--- src/rtl/smi_bridge_pkg.sv ---
// Shared constants and types of the strap-addressed management bridge.
// Assumes clause-22 field widths: 5-bit addresses, 16-bit data.
package smi_bridge_pkg;
    localparam int DEV_W    = 5;
    localparam int REG_W    = 5;
    localparam int DATA_W   = 16;
    localparam int STRAP_W  = DEV_W - 1;
    localparam int BUSY_BIT = DATA_W - 1;
    localparam int MODE_BIT = 12;
    localparam int OP_LSB   = 10;
    localparam int DEV_LSB  = REG_W;
    localparam logic [DATA_W-1:0] UNMAPPED = '1;

    typedef enum logic [1:0] {
        OP_NONE  = 2'b00,
        OP_WRITE = 2'b01,
        OP_READ  = 2'b10,
        OP_BAD   = 2'b11
    } op_e;

    typedef struct packed {
        logic              wr;
        logic [DEV_W-1:0]  dev;
        logic [REG_W-1:0]  regn;
        logic [DATA_W-1:0] wdata;
    } bus_cmd_t;
endpackage

--- src/rtl/smi_mode_latch.sv ---
// Captures addressing mode and own address from the straps.
// Assumes straps are stable during reset; ignores them afterwards.
module smi_mode_latch
    import smi_bridge_pkg::*;
(
    input  logic               clk,
    input  logic               rst_n,
    input  logic [STRAP_W-1:0] strap_addr,
    output logic               single_mode,
    output logic [DEV_W-1:0]   own_addr
);
    // Sample straps only while reset is held.
    always_ff @(posedge clk) begin
        if (!rst_n) begin
            single_mode <= (strap_addr == '0);
            own_addr    <= {strap_addr, 1'b0};
        end
    end
endmodule

--- src/rtl/smi_bus_port.sv ---
// Request/acknowledge register-bus master. Holds one access until acked.
// Assumes start is only honoured when no request is outstanding.
module smi_bus_port
    import smi_bridge_pkg::*;
(
    input  logic              clk,
    input  logic              rst_n,
    input  logic              start,
    input  bus_cmd_t          start_cmd,
    output logic              bus_req,
    output logic              bus_wr,
    output logic [DEV_W-1:0]  bus_dev,
    output logic [REG_W-1:0]  bus_reg,
    output logic [DATA_W-1:0] bus_wdata,
    input  logic              bus_ack,
    output logic              done
);
    bus_cmd_t cmd_q;
    logic     req_q;

    // Raise a request on start, drop it on acknowledge.
    always_ff @(posedge clk) begin
        if (!rst_n) begin
            req_q <= 1'b0;
            cmd_q <= '0;
        end else if (req_q && bus_ack) begin
            req_q <= 1'b0;
        end else if (start && !req_q) begin
            req_q <= 1'b1;
            cmd_q <= start_cmd;
        end
    end

    // Present held request fields and flag completion.
    always_comb begin
        bus_req   = req_q;
        bus_wr    = cmd_q.wr;
        bus_dev   = cmd_q.dev;
        bus_reg   = cmd_q.regn;
        bus_wdata = cmd_q.wdata;
        done      = req_q && bus_ack;
    end
endmodule

--- src/rtl/smi_window_regs.sv ---
// Command and data window registers for multi-chip mode.
// Decodes command words, launches internal accesses, tracks busy.
// Assumes strobes are already qualified by own-address hit.
module smi_window_regs
    import smi_bridge_pkg::*;
(
    input  logic              clk,
    input  logic              rst_n,
    input  logic              wr_strobe,
    input  logic [REG_W-1:0]  regn,
    input  logic [DATA_W-1:0] wdata,
    input  logic              bus_done,
    input  logic [DATA_W-1:0] bus_rdata,
    output logic              launch,
    output bus_cmd_t          launch_cmd,
    output logic              reject,
    output logic              busy,
    output logic [DATA_W-1:0] rd_data
);
    logic [BUSY_BIT-1:0] cmd_q;
    logic [DATA_W-1:0]   data_q;
    logic                busy_q;
    logic                rd_pend_q;
    logic                reject_q;
    logic                cmd_wr;
    logic                cmd_go;
    logic                cmd_ok;
    op_e                 op;

    // Decode a command write at offset 0.
    always_comb begin
        op     = op_e'(wdata[OP_LSB+1:OP_LSB]);
        cmd_wr = wr_strobe && !busy_q && (regn == REG_W'(0));
        cmd_go = cmd_wr && wdata[BUSY_BIT];
        cmd_ok = wdata[MODE_BIT] && (op == OP_WRITE || op == OP_READ);
        launch = cmd_go && cmd_ok;
        launch_cmd.wr    = (op == OP_WRITE);
        launch_cmd.dev   = wdata[DEV_LSB+DEV_W-1:DEV_LSB];
        launch_cmd.regn  = wdata[REG_W-1:0];
        launch_cmd.wdata = data_q;
    end

    // Update window registers, busy and reject pulse.
    always_ff @(posedge clk) begin
        if (!rst_n) begin
            cmd_q     <= '0;
            data_q    <= '0;
            busy_q    <= 1'b0;
            rd_pend_q <= 1'b0;
            reject_q  <= 1'b0;
        end else begin
            reject_q <= 1'b0;
            if (bus_done) begin
                busy_q <= 1'b0;
                if (rd_pend_q) data_q <= bus_rdata;
            end else if (cmd_wr) begin
                cmd_q <= wdata[BUSY_BIT-1:0];
                if (launch) begin
                    busy_q    <= 1'b1;
                    rd_pend_q <= (op == OP_READ);
                end else if (cmd_go) begin
                    reject_q <= 1'b1;
                end
            end else if (wr_strobe && !busy_q && regn == REG_W'(1)) begin
                data_q <= wdata;
            end
        end
    end

    // Read multiplexer over the window offsets.
    always_comb begin
        busy   = busy_q;
        reject = reject_q;
        case (regn)
            REG_W'(0): rd_data = {busy_q, cmd_q};
            REG_W'(1): rd_data = data_q;
            default:   rd_data = UNMAPPED;
        endcase
    end
endmodule

--- src/rtl/smi_window_bridge.sv ---
// Top of the strap-addressed management bridge. Routes decoded frames
// either straight to the internal bus (single-chip) or through the
// command/data window at the own address (multi-chip).
// Assumes frames are one-cycle strobes from an upstream MDIO decoder.
module smi_window_bridge
    import smi_bridge_pkg::*;
(
    input  logic               clk,
    input  logic               rst_n,
    input  logic [STRAP_W-1:0] strap_addr,
    input  logic               frame_valid,
    input  logic [DEV_W-1:0]   frame_phy,
    input  logic [REG_W-1:0]   frame_reg,
    input  logic               frame_wr,
    input  logic [DATA_W-1:0]  frame_wdata,
    output logic               rsp_valid,
    output logic [DATA_W-1:0]  rsp_data,
    output logic               cmd_reject,
    output logic               bus_req,
    output logic               bus_wr,
    output logic [DEV_W-1:0]   bus_dev,
    output logic [REG_W-1:0]   bus_reg,
    output logic [DATA_W-1:0]  bus_wdata,
    input  logic               bus_ack,
    input  logic [DATA_W-1:0]  bus_rdata
);
    logic              single_mode;
    logic [DEV_W-1:0]  own_addr;
    logic              own_hit;
    logic              dir_start;
    logic              win_launch;
    bus_cmd_t          win_cmd;
    bus_cmd_t          dir_cmd;
    logic              win_busy;
    logic [DATA_W-1:0] win_rd_data;
    logic              port_start;
    bus_cmd_t          port_cmd;
    logic              bus_done;
    logic              dir_rd_q;

    smi_mode_latch u_mode (
        .clk         (clk),
        .rst_n       (rst_n),
        .strap_addr  (strap_addr),
        .single_mode (single_mode),
        .own_addr    (own_addr)
    );

    // Qualify frames by mode and address.
    always_comb begin
        own_hit       = frame_valid && !single_mode && (frame_phy == own_addr);
        dir_start     = frame_valid && single_mode && !bus_req;
        dir_cmd.wr    = frame_wr;
        dir_cmd.dev   = frame_phy;
        dir_cmd.regn  = frame_reg;
        dir_cmd.wdata = frame_wdata;
        port_start    = single_mode ? dir_start : win_launch;
        port_cmd      = single_mode ? dir_cmd : win_cmd;
    end

    smi_window_regs u_win (
        .clk        (clk),
        .rst_n      (rst_n),
        .wr_strobe  (own_hit && frame_wr),
        .regn       (frame_reg),
        .wdata      (frame_wdata),
        .bus_done   (bus_done && !single_mode),
        .bus_rdata  (bus_rdata),
        .launch     (win_launch),
        .launch_cmd (win_cmd),
        .reject     (cmd_reject),
        .busy       (win_busy),
        .rd_data    (win_rd_data)
    );

    smi_bus_port u_port (
        .clk       (clk),
        .rst_n     (rst_n),
        .start     (port_start),
        .start_cmd (port_cmd),
        .bus_req   (bus_req),
        .bus_wr    (bus_wr),
        .bus_dev   (bus_dev),
        .bus_reg   (bus_reg),
        .bus_wdata (bus_wdata),
        .bus_ack   (bus_ack),
        .done      (bus_done)
    );

    // Track whether the outstanding direct access is a read.
    always_ff @(posedge clk) begin
        if (!rst_n)          dir_rd_q <= 1'b0;
        else if (dir_start)  dir_rd_q <= !frame_wr;
        else if (bus_done)   dir_rd_q <= 1'b0;
    end

    // Register the host-side read response.
    always_ff @(posedge clk) begin
        if (!rst_n) begin
            rsp_valid <= 1'b0;
            rsp_data  <= '0;
        end else begin
            rsp_valid <= 1'b0;
            if (single_mode) begin
                if (bus_done && dir_rd_q) begin
                    rsp_valid <= 1'b1;
                    rsp_data  <= bus_rdata;
                end
            end else if (own_hit && !frame_wr) begin
                rsp_valid <= 1'b1;
                rsp_data  <= win_rd_data;
            end
        end
    end
endmodule

--- config.mk ---
export PLATFORM = sky130hd
export DESIGN_NAME = smi_window_bridge
export DESIGN_NICKNAME = d
export VERILOG_FILES = /design/src/rtl/smi_bridge_pkg.sv /design/src/rtl/smi_mode_latch.sv /design/src/rtl/smi_bus_port.sv /design/src/rtl/smi_window_regs.sv /design/src/rtl/smi_window_bridge.sv
export SDC_FILE = /design/constraint.sdc
export NUM_CORES = 1
export LEC_CHECK = 0
export BUFFER_PORTS_ARGS = -buffer_cell sky130_fd_sc_hd__buf_2
export CELL_PAD_IN_SITES_DETAIL_PLACEMENT = 1
export CELL_PAD_IN_SITES_GLOBAL_PLACEMENT = 1
export CORE_MARGIN = 3
export CORE_UTILIZATION = 37
export CTS_CLUSTER_SIZE = 28
export DETAILED_ROUTE_END_ITERATION = 10
export GPL_ROUTABILITY_DRIVEN = 0
export PLACE_DENSITY = 0.76
export SLEW_MARGIN = 20
export SYNTH_ARGS = -nofsm -noshare
export SYNTH_HDL_FRONTEND = slang
export SYNTH_SLANG_ARGS = --single-unit
--- constraint.sdc ---
create_clock -name clk -period 2.1 [get_ports clk]
set_input_delay 0 -clock clk [delete_from_list [all_inputs] [get_ports clk]]
set_output_delay 0 -clock clk [all_outputs]
set_load 0.05 [all_outputs]
==> reports/qor.txt <==
Hold depth - 3
Sequential cell area fraction in the yosys report - 42.6%
Mean Syn Cell Area - 9.63 um^2
Unrepaired setup endpoints after global routing - false
Wire length per cell - 19.1 um
Bufs and invs on worst path - 2
CP Data Arrival Time - 2.11 ns
EDFF count, synth - 5
Syn_nets - 480
Clock Pin Slew Worst Setup and Hold Paths - 0.09 ns
YS warnings - 0
Setup crit start kind - flop
Starting DRT DRC Count - 195
Fmax - 533 MHz
Core Footprint - 10600 um^2
Share of cells above drive strength 1 - 34.5%
Largest net degree at the start of global routing - 65
Final hold violation count - 0
Top cells by area, synth - dfxtp_1 39%, mux2i_1 10%, o31ai_1 4.9%
Pins Over Slew Limit - 0
Distinct cells, synth - 41
Setup crit end kind - flop
Final instance area - 5340 um^2
Endpoints failing setup - 0
Placed Cells - 647
Fin Setup TNS - 0 ns
Vias/cell - 5.63
CP top delay family - simple AND/OR/NAND/NOR gates
Status - finished, final reports clean
CTS Root Cell - clkbuf_8
Yosys top cell by area - dfxtp_1
Post-route minimum period - 1.88 ns
Rows - 37
Ys async rst share - 0%
Post-DP HPWL - 9130 um
Die Ht - 111 um
Reg2reg start - u_mode.own_addr[4]
Vias in the first global route - 4005
Most frequent cells in the layout - 95 x buf_2, 80 x dfxtp_1, 43 x mux2i_1, 27 x o31ai_1, 27 x dlygate4sd3_1
Mapped Area - 4110 um^2
Global-route wire length before repair - 21100 um
Tcrit/Tclk final - 89.4%
Starting Density - 39.0%
PD cells - 660 nW/um^2
Fin nets - 604
Most common cell after layout, fill and taps aside - buf_2
Die W - 111 um
Non-filler instance count after layout - 692
Antenna-violating nets left - 0
Slew HR - 68.3%
Total gr overflow - 0
Worst R2R End - u_win.cmd_q[10]
IO Pins - 97
Vias - 3894
Max incr delay on CP - 0.39 ns
Max-Cap Viols - 0
Main synth FF type - dfxtp_1
H-Tree Depth - 3
DIE AREA - 12400 um^2
Layout area overhead - 29.8%
ANT cells - 0
Top-area cell type share of the netlist area - 39.0%
Worst slew pin tran - 0.463 ns
CP max FO - 11
Hold Path Sink - u_port.bus_reg[2]
Gate Count Post-Synth - 427
Area of placed instances - 4790 um^2
R2R depth - 7
Residual DRC count - 0
Pleak - 2.28 nW
Clk Latency, worst-skew pair - 0.37 ns
CTS tree - done
Max stage delay cell, worst path - edfxtp_1
CTS Buf Count - 9
Critical-path cell list - xnor2_1, nand4_1, buf_4, nor4b_4, buf_12, mux2i_1, nor2_1
Buffers on Ports - 96
R2r setup slk - 0.22 ns
HP Start - frame_reg[2]
Router iterations before antenna repair - 4
Worst Hold Class - input port to flop
CTS Sinks - 85
Crit Path Class - flop to flop
Clock tree buffer depth - 2
Initial antenna violation count - 0
All-layer global routing usage - 21.0%
Total routed wirelength - 13200 um
Worst Skew - 0.00994 ns
Req. time, crit path - 2.34 ns
Seq cells post-synth - 85
Worst VDD drop - 0.000255 V
-- cell type report --
| cell class | instances | area, um^2 |
|---|---|---|
| Tap cell | 136 | 170 |
| Clock inverter | 3 | 17.5 |
| Fill cell | 1224 | 5220 |
| Clock buffer | 13 | 179 |
| Inverter | 20 | 75.1 |
| Multi-Input combinational cell | 280 | 2080 |
| Sequential cell | 85 | 1750 |
| Timing Repair Buffer | 155 | 1060 |
-- synth_stat cells (2+ instances only) --
library cell	number
buf_6	5
dfxtp_1	80
o31ai_1	27
ha_1	2
xnor2_1	4
nand3_1	16
nand4_1	3
a21oi_2	20
buf_1	3
inv_1	20
buf_12	3
clkbuf_1	27
nor2_1	21
buf_4	2
edfxtp_1	5
and2_1	2
buf_2	2
a31oi_1	15
nor2b_1	16
o221a_2	17
a21oi_1	25
mux2i_1	43
o21ai_0	16
a2111oi_0	16
nand2_1	21
-- cells by family (layout without fill, tap and decap cells) --
kind of cell               after synthesis  after routing  share of synthesized area (%)
AOI/OAI and AO/OA                      141            141                           25.7
and+or+nand+nor                         90             90                           11.8
DFF                                     85             85                           42.6
buffers and inverters                   62            191                           8.00
muxes                                   43             43                           10.5
xor gates and xnor gates                 4              4                          0.852
adders and majority gates                2              2                          0.609
-- worst min-delay path, delay by kind of cell --
family / cells / cell delay (ns)
compound gates: 1 / 0.14
buf+inv: 1 / 0.10
mux: 1 / 0.11
-- per-layer routing --
metal	part of all wire, %	vias up	global-route usage [%]
met5	0	-	0
met4	2.2	0	6.89
met3	4.8	28	5.16
met2	48	127	35.0
met1	45	1907	26.9
li1	-	1832	-
-- repair_timing --
item,in CTS,in global routing
gates resized for setup,0,14
endpoints found under the hold margin,45,0
endpoints found under the setup margin,0,29
hold buffers,28,0
buffers inserted,0,1
-- stage by stage --
step	utilization, %	hold WS (ns)	setup WS [ns]	total power, mW
3_3_place_gp	45.4	0.196	0.00956	2.34
3_5_place_dp	45.4	0.197	-0.0732	2.35
5_1_grt	50.6	0.00339	0.0391	3.69
2_1_floorplan	-	0.0936	0.0204	2.15
6_report	50.6	0.0177	0.223	3.53
4_1_cts	49.9	0.00837	0.00635	3.54
-- worst max-delay path by stage --
| stage | from | endpoint | slack, ns | cells past startpoint |
|---|---|---|---|---|
| after floorplan | frame_reg[1] | u_win.cmd_q[10] | 0.02 | 9 |
| after global placement | frame_reg[1] | u_win.data_q[13] | 0.01 | 7 |
| after detailed placement | frame_reg[1] | u_win.cmd_q[4] | -0.07 | 7 |
| after CTS | frame_wdata[11] | u_port.bus_wdata[7] | 0.006 | 10 |
| after global routing | u_mode.own_addr[2] | u_win.cmd_q[10] | 0.04 | 6 |
| final | u_mode.own_addr[4] | u_win.cmd_q[10] | 0.22 | 7 |
-- report_power, final --
group | total, mW | internal (mW) | switching (mW)
registers | 1.71 | 1.68 | 0.0327
clock network | 1.15 | 0.556 | 0.595
logic | 0.662 | 0.227 | 0.434
total | 3.53 | 2.46 | 1.06
No activity file was read; power rests on OpenSTA's default activity.
